===== src/rtl/wdog_pkg.sv =====
package wdog_pkg;
  localparam int RELOAD_W = 6;
  localparam int CTRL_W   = RELOAD_W + 2;

  typedef struct packed {
    logic [RELOAD_W-1:0] period;
    logic                hold_n;
    logic                arm;
  } wd_ctrl_t;

  localparam wd_ctrl_t CTRL_RST = '{period: {RELOAD_W{1'b1}}, hold_n: 1'b1, arm: 1'b0};
endpackage


===== src/rtl/wdog_prescale.sv =====
module wdog_prescale #(
  parameter int PRE_A = 12,
  parameter int PRE_B = 256
) (
  input  logic clk,
  input  logic rst,
  input  logic clr,
  output logic step_o
);
  localparam int AW = (PRE_A > 1) ? $clog2(PRE_A) : 1;
  localparam int BW = (PRE_B > 1) ? $clog2(PRE_B) : 1;

  logic [AW-1:0] a_q;
  logic [BW-1:0] b_q;
  logic          a_end, b_end;

  assign a_end  = (a_q == AW'(PRE_A - 1));
  assign b_end  = (b_q == BW'(PRE_B - 1));
  assign step_o = a_end && b_end;

  always_ff @(posedge clk) begin
    if (rst || clr) begin
      a_q <= '0;
      b_q <= '0;
    end else begin
      a_q <= a_end ? '0 : a_q + AW'(1);
      if (a_end) b_q <= b_end ? '0 : b_q + BW'(1);
    end
  end

  generate
    if (PRE_A * PRE_B > 1) begin : g_gap
      p_step_gap_r2: assert property (@(posedge clk) disable iff (rst)
        step_o |=> !step_o);
    end
  endgenerate
endmodule


===== src/rtl/wdog_regs.sv =====
module wdog_regs
  import wdog_pkg::*;
(
  input  logic              clk,
  input  logic              rst,
  input  logic              hw_force,
  input  logic              wr_accept,
  input  wd_ctrl_t          wr_data,
  input  logic              restore,
  output wd_ctrl_t          ctrl_o,
  output logic              active_o,
  output logic              sw_req_o,
  output logic [CTRL_W-1:0] rd_data_o
);
  wd_ctrl_t ctrl_q;
  logic     pend_q;

  always_ff @(posedge clk) begin
    if (rst) begin
      ctrl_q <= CTRL_RST;
      pend_q <= 1'b0;
    end else begin
      pend_q <= wr_accept && !restore && !wr_data.hold_n && (wr_data.arm || hw_force);
      if (restore)        ctrl_q <= CTRL_RST;
      else if (wr_accept) ctrl_q <= wr_data;
    end
  end

  assign ctrl_o    = ctrl_q;
  assign active_o  = ctrl_q.arm | hw_force;
  assign sw_req_o  = pend_q;
  assign rd_data_o = {ctrl_q.period, ctrl_q.hold_n, active_o};

  p_idle_write_r4: assert property (@(posedge clk) disable iff (rst)
    wr_accept && !restore && !wr_data.arm && !hw_force |=> !sw_req_o);
endmodule


===== src/rtl/wdog_count.sv =====
module wdog_count
  import wdog_pkg::*;
#(
  parameter int RST_HOLD = 16
) (
  input  logic                clk,
  input  logic                rst,
  input  logic                active,
  input  logic                step,
  input  logic                load,
  input  logic [RELOAD_W-1:0] load_val,
  input  logic                sw_req,
  output logic                busy_o,
  output logic                start_o,
  output logic [RELOAD_W:0]   cnt_o
);
  localparam int CW = RELOAD_W + 1;
  localparam int HW = (RST_HOLD > 1) ? $clog2(RST_HOLD) : 1;

  function automatic logic [CW-1:0] decode(input logic [RELOAD_W-1:0] v);
    if (v == '0) return CW'(1) << RELOAD_W;
    return {1'b0, v};
  endfunction

  logic [CW-1:0] cnt_q;
  logic [HW-1:0] hold_q;
  logic          busy_q;
  logic          expire;

  assign expire  = active && step && (cnt_q == CW'(1)) && !load && !busy_q;
  assign start_o = !busy_q && (expire || sw_req);

  always_ff @(posedge clk) begin
    if (rst) begin
      cnt_q  <= decode(CTRL_RST.period);
      hold_q <= '0;
      busy_q <= 1'b0;
    end else if (start_o) begin
      busy_q <= 1'b1;
      hold_q <= HW'(RST_HOLD - 1);
      cnt_q  <= decode(CTRL_RST.period);
    end else if (busy_q) begin
      if (hold_q == '0) busy_q <= 1'b0;
      else              hold_q <= hold_q - HW'(1);
    end else if (load) begin
      cnt_q <= decode(load_val);
    end else if (active && step) begin
      cnt_q <= cnt_q - CW'(1);
    end
  end

  assign busy_o = busy_q;
  assign cnt_o  = cnt_q;

  p_cnt_live_r2: assert property (@(posedge clk) disable iff (rst)
    cnt_q != '0);
  p_pulse_hold_r7: assert property (@(posedge clk) disable iff (rst)
    busy_q && hold_q != '0 |=> busy_q);
  p_pulse_end_r7: assert property (@(posedge clk) disable iff (rst)
    $fell(busy_q) |-> $past(hold_q) == '0);
  p_sw_next_r6: assert property (@(posedge clk) disable iff (rst)
    sw_req && !busy_q |=> busy_q);
  p_disabled_r4: assert property (@(posedge clk) disable iff (rst)
    !active && !busy_q && !load && !sw_req |=> $stable(cnt_q) && !busy_q);
endmodule


===== src/rtl/wdog_top.sv =====
module wdog_top
  import wdog_pkg::*;
#(
  parameter int PRE_A    = 12,
  parameter int PRE_B    = 256,
  parameter int RST_HOLD = 16
) (
  input  logic              clk,
  input  logic              rst,
  input  logic              hw_force,
  input  logic              wr_en,
  input  logic [CTRL_W-1:0] wr_data,
  output logic [CTRL_W-1:0] rd_data,
  output logic              wdt_rst_o
);
  wd_ctrl_t          wr_ctrl, ctrl;
  logic              wr_accept, active, sw_req, busy, start, step;
  logic [RELOAD_W:0] cnt;

  assign wr_ctrl   = wd_ctrl_t'(wr_data);
  assign wr_accept = wr_en && !busy;

  wdog_regs u_regs (
    .clk       (clk),
    .rst       (rst),
    .hw_force  (hw_force),
    .wr_accept (wr_accept),
    .wr_data   (wr_ctrl),
    .restore   (start),
    .ctrl_o    (ctrl),
    .active_o  (active),
    .sw_req_o  (sw_req),
    .rd_data_o (rd_data)
  );

  wdog_prescale #(.PRE_A(PRE_A), .PRE_B(PRE_B)) u_pre (
    .clk    (clk),
    .rst    (rst),
    .clr    (!active || busy || wr_accept || start),
    .step_o (step)
  );

  wdog_count #(.RST_HOLD(RST_HOLD)) u_cnt (
    .clk      (clk),
    .rst      (rst),
    .active   (active),
    .step     (step),
    .load     (wr_accept),
    .load_val (wr_ctrl.period),
    .sw_req   (sw_req),
    .busy_o   (busy),
    .start_o  (start),
    .cnt_o    (cnt)
  );

  assign wdt_rst_o = busy;

  p_write_wins_r9: assert property (@(posedge clk) disable iff (rst)
    wr_accept && !sw_req |=> !wdt_rst_o);
  p_restore_r8: assert property (@(posedge clk) disable iff (rst)
    $fell(wdt_rst_o) |-> rd_data[CTRL_W-1:1] == {ctrl.period, ctrl.hold_n} &&
                         rd_data[CTRL_W-1:1] == {RELOAD_W+1{1'b1}});
  p_hw_count_r5: assert property (@(posedge clk) disable iff (rst)
    hw_force && step && !busy && !wr_accept && !sw_req |=> (cnt != $past(cnt)) || wdt_rst_o);
endmodule


===== config.mk =====
export PLATFORM = sky130hd
export DESIGN_NAME = wdog_top
export DESIGN_NICKNAME = d
export VERILOG_FILES = /design/src/rtl/wdog_pkg.sv /design/src/rtl/wdog_prescale.sv /design/src/rtl/wdog_regs.sv /design/src/rtl/wdog_count.sv /design/src/rtl/wdog_top.sv
export SDC_FILE = /design/constraint.sdc
export NUM_CORES = 1
export LEC_CHECK = 0
export CAP_MARGIN = 20
export CORE_UTILIZATION = 25
export CTS_CLUSTER_DIAMETER = 50
export DETAILED_ROUTE_END_ITERATION = 12
export PLACE_DENSITY = 0.46
export REMOVE_ABC_BUFFERS = 1
export SYNTH_ARGS = -nofsm -noshare
export SYNTH_HDL_FRONTEND = slang
export SYNTH_SLANG_ARGS = --single-unit

===== constraint.sdc =====
create_clock -name clk -period 2.2 [get_ports clk]
set_input_delay 0.33 -clock clk [delete_from_list [all_inputs] [get_ports clk]]
set_output_delay 0.33 -clock clk [all_outputs]
set_load 0.02 [all_outputs]

==> flow_summary_export.csv, run 1 <==
group,metric,value,unit
status,status,"finished clean",
logic_synthesis,synth.top_cell.area_share,0.391,
final_layout,syn_to_final_growth,19.6,%
sta,setup_viol,0,
final_layout,layout.nets,219,
logic_synthesis,synth_top_cell_by_area,"dfxtp_1",
sta,finalHoldViolCount,0,
critical_path,criticalPathCategory,"input pin to output port",
clocking,cts_inserted_buffers,5,
route,routedWlPerCell,13.0,um
sta,rsz0062_at_grt,"false",
final_layout,layout.cells.non_filler,279,
global_route,grt_pass1_wl,6450,um
final_layout,final_cell_mix,"dfxtp_1, nand2_1, clkdlybuf4s50_1, nor2_1, nand3_1",
die,initial_utilization,0.263,
placed_design,dp.cells,272,
clocking,clockRootBuffer,"clkbuf_8",
sta,maxClockFrequency,504,MHz
pwr,leakage,0.000755,uW
global_route,grt_max_degree,12,
logic_synthesis,async_flop_share,0,
pwr,power,1290,uW
clocking,clk_path_buf_depth,2,
die,ioPinCount,21,
die,row_count,29,
logic_synthesis,seq_area_frac_synth,0.391,
die,chipWidth,84.2,um
hold_path,hold_class,"register to register",
route,ant_nets,0,
global_route,antenna_found_initial,0,
sta,worstMarginPinSlew,534,ps
placed_design,dpl.hpwl,2690,um
logic_synthesis,netlist_area,0.00169,mm2
final_layout,diodes,0,
clocking,post_cts_buffers,0,
route,route.detailed.drc,0,
logic_synthesis,synthFlopType,"dfxtp_1",
logic_synthesis,synth_warnings,0,
final_layout,final_common_cell,"dfxtp_1",
clocking,postCtsResizedCells,0,
logic_synthesis,yosysUniqueCellTypes,52,
clocking,htreeDepth,2,
route,via_count,1355,
logic_synthesis,ys_ff_latch,33,
critical_path,crit_path_start_kind,"input pin",
die,fp.dieArea,0.00709,mm2
logic_synthesis,synth_edf_count,0,
clocking,clock_latency,280,ps
sta,skew,9.01,ps
final_layout,fill_cells,653,
sta,final.min_clock_period,1980,ps
sta,final.setup.tns,0,ps
clocking,hold_buffers,0,
route,vias_per_cell,4.86,
logic_synthesis,synth.area.top_cells,"dfxtp_1, nand2_1, buf_4, ha_1, xor2_1",
clocking,clk_pin_slew,60,ps
die,chipHeight,84.2,um
clocking,numClockSinks,33,
route,first_pass_iters,4,
critical_path,cp_max_fo,3,
logic_synthesis,synthCells,182,
critical_path,endpoint_kind,"output port",
die,core,0.00642,mm2
sta,post-route-period-util,0.902,
placed_design,io_buffers,20,
pwr,max-vdd-ir-drop,0.268,mV
global_route,grt_pass1_vias,1393,
route,routed_wl,3610,um
run,max_cap_viol_count,0,
sta,relSlewSlack,0.641,
logic_synthesis,syn_avg_cell_area,9.28,um2
critical_path,cp_data_required_time,1870,ps
route,drt_iter0_drc,41,
sta,final_max_slew_viol_count,0,
clocking,cts_tree,"built",
global_route,grt_overflow_total,0,
final_layout,drive_gt1_frac,0.139,
global_route,grt.total_usage,0.116,
pwr,cellPowerDensity,639,mW/mm2
critical_path,worstPathArrival,1650,ps
placed_design,gp_congestion,0.751,
-- path summary, 6_finish.rpt --
kind         slack, ps  cells after the start                           to                       from
min reg2reg        450                      1      u_pre.a_q[0]$_SDFF_PP0_    u_pre.a_q[0]$_SDFF_PP0_
min                450                      1      u_pre.a_q[0]$_SDFF_PP0_    u_pre.a_q[0]$_SDFF_PP0_
max reg2reg        430                      6  u_cnt.cnt_o[5]$_SDFFE_PP1P_  u_pre.b_q[0]$_SDFFE_PP0N_
max                220                      3                   rd_data[0]                   hw_force
-- critical path: stages --
cell and delay, ps:
clkdlybuf4s50_1 450, or2_2 330, clkdlybuf4s50_1 550
-- cells in the mapped netlist (2+ instances only) --
| cell type | count |
|---|---|
| nor3_1 | 3 |
| and3_1 | 3 |
| nand4_1 | 5 |
| or4_1 | 2 |
| ha_1 | 5 |
| nand2_1 | 26 |
| xor2_1 | 7 |
| xnor2_1 | 4 |
| nand2b_1 | 4 |
| o31ai_1 | 2 |
| dfxtp_1 | 33 |
| nor2_1 | 11 |
| nand3_1 | 10 |
| a31o_2 | 2 |
| inv_1 | 7 |
| nand3_2 | 2 |
| a31oi_1 | 6 |
| buf_4 | 9 |
| a32oi_1 | 3 |
| and4_1 | 2 |
| nor4_1 | 2 |
| or2_2 | 2 |
| and2_1 | 3 |
-- flip-flops by register name, indices dropped and copies added (netlist names) --
register,cells
u_cnt.busy_o,1
u_cnt.cnt_o,7
u_cnt.hold_q,4
u_pre.a_q,4
u_pre.b_q,8
u_regs.ctrl_o,8
u_regs.sw_req_o,1
-- routing by layer --
metal  track usage  share of wire  up-vias
li1              -              -      688
met1         0.145           0.50      643
met2         0.186           0.46       22
met3        0.0324          0.026        2
met4        0.0517          0.011        0
met5             0              0        -
-- report_power, final --
group / switching [uW] / internal, uW / total (uW)
clock network: 210 / 248 / 458
registers: 27.5 / 626 / 653
logic: 93.1 / 87.0 / 180
total: 331 / 961 / 1290
-- final cells by class --
cell class                      count  area [um2]  area share
Clock buffer                        7        86.3      0.0427
Inverter                            7        26.3      0.0130
Multi-Input combinational cell    130         913       0.452
Sequential cell                    33         661       0.327
Tap cell                           77        96.3      0.0477
Timing Repair Buffer               25         238       0.118
-- per-stage QoR --
| step | instance area (um2) | setup WS (ps) | hold slack (ps) | utilization |
|---|---|---|---|---|
| finish | 2020 | 215 | 448 | 0.315 |
| global route | 2020 | 179 | 472 | 0.315 |
| CTS | 2020 | 217 | 457 | 0.315 |
| detailed placement | 1930 | 215 | 447 | 0.301 |
| global placement | 1930 | 217 | 440 | 0.301 |
| floorplan | 1600 | 416 | 399 | - |
-- cell families (layout without fill, tap and decap cells) --
group                      count (synthesis)  in the layout  share of synthesized area
buffers and inverters                     19             39                     0.0681
muxes                                      2              2                     0.0126
xor gates and xnor gates                  11             11                     0.0570
DFF                                       33             33                      0.391
and+or+nand+nor                           84             84                      0.287
adders and majority gates                  5              5                     0.0370
AOI/OAI and AO/OA                         28             28                      0.147
Note: power is estimated with default switching activity, not from simulation.
==> run 2, diff against run 1 <==
--- a/config.mk
+++ b/config.mk
@@ -5,10 +5,10 @@
 export SDC_FILE = /design/constraint.sdc
 export NUM_CORES = 1
 export LEC_CHECK = 0
-export CAP_MARGIN = 20
 export CORE_UTILIZATION = 25
 export CTS_CLUSTER_DIAMETER = 50
 export DETAILED_ROUTE_END_ITERATION = 12
+export MAX_ROUTING_LAYER = met4
 export PLACE_DENSITY = 0.46
 export REMOVE_ABC_BUFFERS = 1
 export SYNTH_ARGS = -nofsm -noshare
==> run 2 against run 1 <==
Register-to-register slack about the same. First-iteration DRC count increased by 12%. Clock power about the same. Utilization unchanged. Final cell count unchanged. Die area unchanged. Sequential share of layout area unchanged. Worst setup slack unchanged.
==> flow_summary_export.csv, run 2 (synthesized netlist as in run 1, its figures left out) <==
group,metric,value,unit
status,status,"finished clean",
final_layout,final_common_cell,"dfxtp_1",
die,chipWidth,84.2,um
global_route,grt_pass1_vias,1392,
critical_path,r2r_cells,6,
final_layout,syn_to_final_growth,19.6,%
critical_path,critPathLaunch,"hw_force",
critical_path,r2r-start,"u_pre.b_q[0]$_SDFFE_PP0N_",
critical_path,endpoint_kind,"output port",
clocking,post_cts_buffers,0,
placed_design,dp.cells,272,
clocking,postCtsResizedCells,0,
final_layout,ff_latch_area,661,um2
pwr,leakage,0.000755,uW
global_route,antenna_found_initial,0,
pwr,cellPowerDensity,639,mW/mm2
placed_design,io_buffers,20,
global_route,grt_max_degree,12,
die,ioPinCount,21,
route,ant_nets,0,
pwr,p_comb_frac,0.139,
run,max_cap_viol_count,0,
sta,setup_viol,0,
pwr,clockPowerShare,0.355,
hold_path,hold_class,"register to register",
final_layout,fill_cells,653,
global_route,grt.total_usage,0.119,
sta,final_max_slew_viol_count,0,
pwr,max-vdd-ir-drop,0.268,mV
die,initial_utilization,0.263,
final_layout,final_cell_mix,"dfxtp_1, nand2_1, clkdlybuf4s50_1, nor2_1, nand3_1",
critical_path,worstPathArrival,1650,ps
route,first_pass_iters,4,
pwr,p_sw,331,uW
global_route,grt_overflow_total,0,
sta,post-route-period-util,0.902,
sta,setup_ws,215,ps
critical_path,crit_path_start_kind,"input pin",
sta,final.setup.tns,0,ps
route,drt_iter0_drc,46,
placed_design,gp_congestion,0.761,
clocking,clockRootBuffer,"clkbuf_8",
clocking,hold_buffers,0,
clocking,cts_tree,"built",
pwr,swShare,0.256,
pwr,p_int,961,uW
placed_design,place_ws,215,ps
die,row_count,29,
sta,finalHoldViolCount,0,
sta,skew,9.01,ps
critical_path,r2r-end,"u_cnt.cnt_o[5]$_SDFFE_PP1P_",
global_route,grt_pass1_wl,6460,um
critical_path,critical-path-slowest-cell,"clkdlybuf4s50_1",
critical_path,cp_common_cell,"clkdlybuf4s50_1",
clocking,clock_latency,280,ps
placed_design,dpl.hpwl,2690,um
route,routedWlPerCell,13.0,um
route,route.detailed.drc,0,
sta,maxClockFrequency,504,MHz
route,vias_per_cell,4.86,
critical_path,criticalPathCategory,"input pin to output port",
critical_path,slowest_delay,550,ps
die,core,0.00642,mm2
clocking,htreeDepth,2,
sta,worstMarginPinSlew,534,ps
clocking,numClockSinks,33,
final_layout,drive_gt1_frac,0.139,
critical_path,path_cells,"clkdlybuf4s50_1 > or2_2 > clkdlybuf4s50_1",
die,chipHeight,84.2,um
pwr,p_seq_frac,0.506,
critical_path,cp_max_fo,3,
critical_path,cp_data_required_time,1870,ps
sta,final.min_clock_period,1980,ps
sta,relSlewSlack,0.641,
critical_path,crit_path_end,"rd_data[0]",
placed_design,placed_cell_area,0.00193,mm2
final_layout,diodes,0,
final_layout,layout.nets,219,
sta,rsz0062_at_grt,"false",
critical_path,r2r_setup_slack,430,ps
final_layout,fin_util,0.315,
die,fp.dieArea,0.00709,mm2
route,via_count,1355,
clocking,cts_inserted_buffers,5,
route,routed_wl,3610,um
final_layout,fin_area,0.00202,mm2
final_layout,multi_input_area,913,um2
clocking,clk_path_buf_depth,2,
clocking,clk_pin_slew,60,ps
final_layout,layout.cells.non_filler,279,
## run 2: how the worst min path moves through the flow
stage / from / endpoint / slack [ps] / depth (start not counted)
finish: u_pre.a_q[0]$_SDFF_PP0_ / u_pre.a_q[0]$_SDFF_PP0_ / 450 / 1
detailed placement: u_pre.a_q[0]$_SDFF_PP0_ / u_pre.a_q[0]$_SDFF_PP0_ / 450 / 1
floorplan: rst / u_cnt.busy_o$_SDFF_PP0_ / 400 / 1
CTS: u_pre.a_q[0]$_SDFF_PP0_ / u_pre.a_q[0]$_SDFF_PP0_ / 460 / 1
global route: u_pre.a_q[0]$_SDFF_PP0_ / u_pre.a_q[0]$_SDFF_PP0_ / 470 / 1
global placement: u_pre.a_q[0]$_SDFF_PP0_ / u_pre.a_q[0]$_SDFF_PP0_ / 440 / 1
## run 2: per-stage QoR
step	hold WS, ps	power [uW]
4_1_cts	457	1310
6_report	448	1290
2_1_floorplan	399	764
5_1_grt	472	1370
3_5_place_dp	447	848
3_3_place_gp	440	849
## run 2: per-layer routing
layer,track usage,share of wire,vias to the layer above
li1,-,-,688
met1,0.145,0.50,643
met3,0.0324,0.026,2
met4,0.0517,0.011,0
met2,0.186,0.46,22
met5,-,0,-
## run 2: power groups by stage
| stage | registers (uW) | clock network [uW] | logic [uW] |
|---|---|---|---|
| global route | 658 | 515 | 201 |
| finish | 653 | 458 | 180 |
| global placement | 666 | 0 | 182 |
| CTS | 653 | 477 | 183 |
| detailed placement | 666 | 0 | 182 |
| floorplan | 675 | 0 | 89.6 |
## run 2: final cells by class
class	instances	area share
clock buffers	7	0.0427
inverters	7	0.0130
multi-input cells	130	0.452
flip-flops and latches	33	0.327
well taps	77	0.0477
repair buffers	25	0.118
## run 2: critical path: cells and delay by family
family                 cells  cell delay (ps)
buffers and inverters      2             1000
and+or+nand+nor            1              330
==> run 3, diff against run 2 <==
--- a/config.mk
+++ b/config.mk
@@ -5,6 +5,7 @@
 export SDC_FILE = /design/constraint.sdc
 export NUM_CORES = 1
 export LEC_CHECK = 0
+export CAP_MARGIN = 30
 export CORE_UTILIZATION = 25
 export CTS_CLUSTER_DIAMETER = 50
 export DETAILED_ROUTE_END_ITERATION = 12
==> constraint.sdc (replaced) <==
create_clock -name clk -period 2.5 [get_ports clk]
set_input_delay 0.375 -clock clk [delete_from_list [all_inputs] [get_ports clk]]
set_output_delay 0.375 -clock clk [all_outputs]
set_load 0.02 [all_outputs]
==> run 3 against run 2 <==
Utilization is the same. First-iteration DRC count stayed put. Cell area did not move. Sequential share of layout area unchanged. Final cell count shrank 1.1%. Power shrank 3.3%. Sequential power decreased by 12%. Largest power group unchanged.
==> flow_summary_export.csv, run 3 (synthesized netlist as in run 1, its figures left out) <==
group,metric,value,unit
status,status,"finished clean",
clocking,clk_pin_slew,70,ps
critical_path,cp_max_fo,3,
final_layout,syn_to_final_growth,19.6,%
global_route,grt_pass1_vias,1289,
global_route,use_met1,0.143,
global_route,grt.total_usage,0.111,
clocking,numClockSinks,33,
sta,rsz0062_at_grt,"false",
critical_path,crit_path_start_kind,"input pin",
clocking,clk_path_buf_depth,2,
sta,skew,5.88,ps
global_route,use_met2,0.163,
placed_design,dpl.hpwl,2460,um
final_layout,final_cell_mix,"dfxtp_1, nand2_1, clkdlybuf4s50_1, nor2_1, nand3_1",
clocking,clockRootBuffer,"clkbuf_8",
die,chipWidth,84.2,um
die,initial_utilization,0.263,
route,routed_wl,3450,um
clocking,postCtsResizedCells,0,
route,ant_nets,0,
final_layout,fin_area,0.00202,mm2
sta,post-route-period-util,0.816,
sta,maxClockFrequency,490,MHz
global_route,grt_overflow_total,0,
clocking,cts_inserted_buffers,5,
critical_path,criticalPathCategory,"input pin to output port",
critical_path,cp_data_required_time,2120,ps
global_route,met3_usage,0.0246,
pwr,leakage,0.000750,uW
clocking,clock_latency,280,ps
critical_path,endpoint_kind,"output port",
clocking,post_cts_buffers,0,
placed_design,gp_congestion,0.744,
placed_design,io_buffers,20,
die,fp.dieArea,0.00709,mm2
die,ioPinCount,21,
route,vias_per_cell,4.79,
die,core,0.00642,mm2
sta,final.min_clock_period,2040,ps
sta,final.setup.tns,0,ps
placed_design,placed_cell_area,0.00190,mm2
die,row_count,29,
critical_path,worstPathArrival,1670,ps
route,via_count,1322,
sta,setup_viol,0,
global_route,antenna_found_initial,0,
final_layout,layout.nets,215,
pwr,cellPowerDensity,618,mW/mm2
global_route,grt_most_used_layer,"met2",
sta,final_max_slew_viol_count,0,
pwr,max-vdd-ir-drop,0.325,mV
run,max_cap_viol_count,0,
sta,relSlewSlack,0.612,
hold_path,hold_class,"register to register",
route,first_pass_iters,4,
final_layout,drive_gt1_frac,0.126,
die,chipHeight,84.2,um
route,route.detailed.drc,0,
final_layout,diodes,0,
clocking,cts_tree,"built",
sta,finalHoldViolCount,0,
route,drt_iter0_drc,46,
global_route,grt_pass1_wl,6000,um
clocking,htreeDepth,2,
global_route,grt_max_degree,17,
route,routedWlPerCell,12.5,um
final_layout,final_common_cell,"dfxtp_1",
sta,worstMarginPinSlew,576,ps
clocking,hold_buffers,0,
run 3: cell count changes in the layout (fill, tap and decap cells not counted):
cell,delta
buf_4,-4
bufinv_16,+1
run 3: final timing paths:
| path | start | end | slack, ps | cells after the start |
|---|---|---|---|---|
| setup reg to reg | u_pre.b_q[0]$_SDFFE_PP0N_ | u_regs.sw_req_o$_SDFF_PP0_ | 610 | 5 |
| hold / removal | u_pre.a_q[0]$_SDFF_PP0_ | u_pre.a_q[0]$_SDFF_PP0_ | 450 | 1 |
| hold reg to reg | u_pre.a_q[0]$_SDFF_PP0_ | u_pre.a_q[0]$_SDFF_PP0_ | 450 | 1 |
| setup / recovery | hw_force | rd_data[0] | 460 | 3 |
run 3: per-layer routing:
metal | up-vias | wire (um) | share of wire
met5 | - | 0 | 0
met4 | 0 | 69 | 0.020
met3 | 7 | 108 | 0.031
met2 | 22 | 1500 | 0.43
met1 | 610 | 1780 | 0.52
li1 | 683 | - | -
run 3: cell type report:
type,count,area [um2]
clock buffer,7,86.3
timing repair buffer,21,208
fill,665,4400
clock inverter,1,30.0
tap,77,96.3
inverter,7,26.3
sequential,33,661
multi-input combinational,130,913
run 3: stage by stage:
stage / power (uW) / setup slack (ps) / std cells / utilization / hold WS [ps]
floorplan: 673 / 716 / 170 / - / 418
global placement: 741 / 312 / 268 / 0.297 / 436
detailed placement: 740 / 274 / 268 / 0.297 / 446
CTS: 1270 / 449 / 276 / 0.315 / 459
global route: 1310 / 414 / 276 / 0.315 / 494
finish: 1250 / 459 / 276 / 0.315 / 453
run 3: power by group:
group	internal (uW)	leakage, uW	switching (uW)
Combinational	71.7	0.000421	81.7
Clock	325	0.0000585	197
Sequential	551	0.000270	23.2
Total	947	0.000750	302
run 3: critical path: stages:
cell             delay (ps)
clkdlybuf4s50_1         430
or2_2                   310
clkdlybuf4s50_1         540
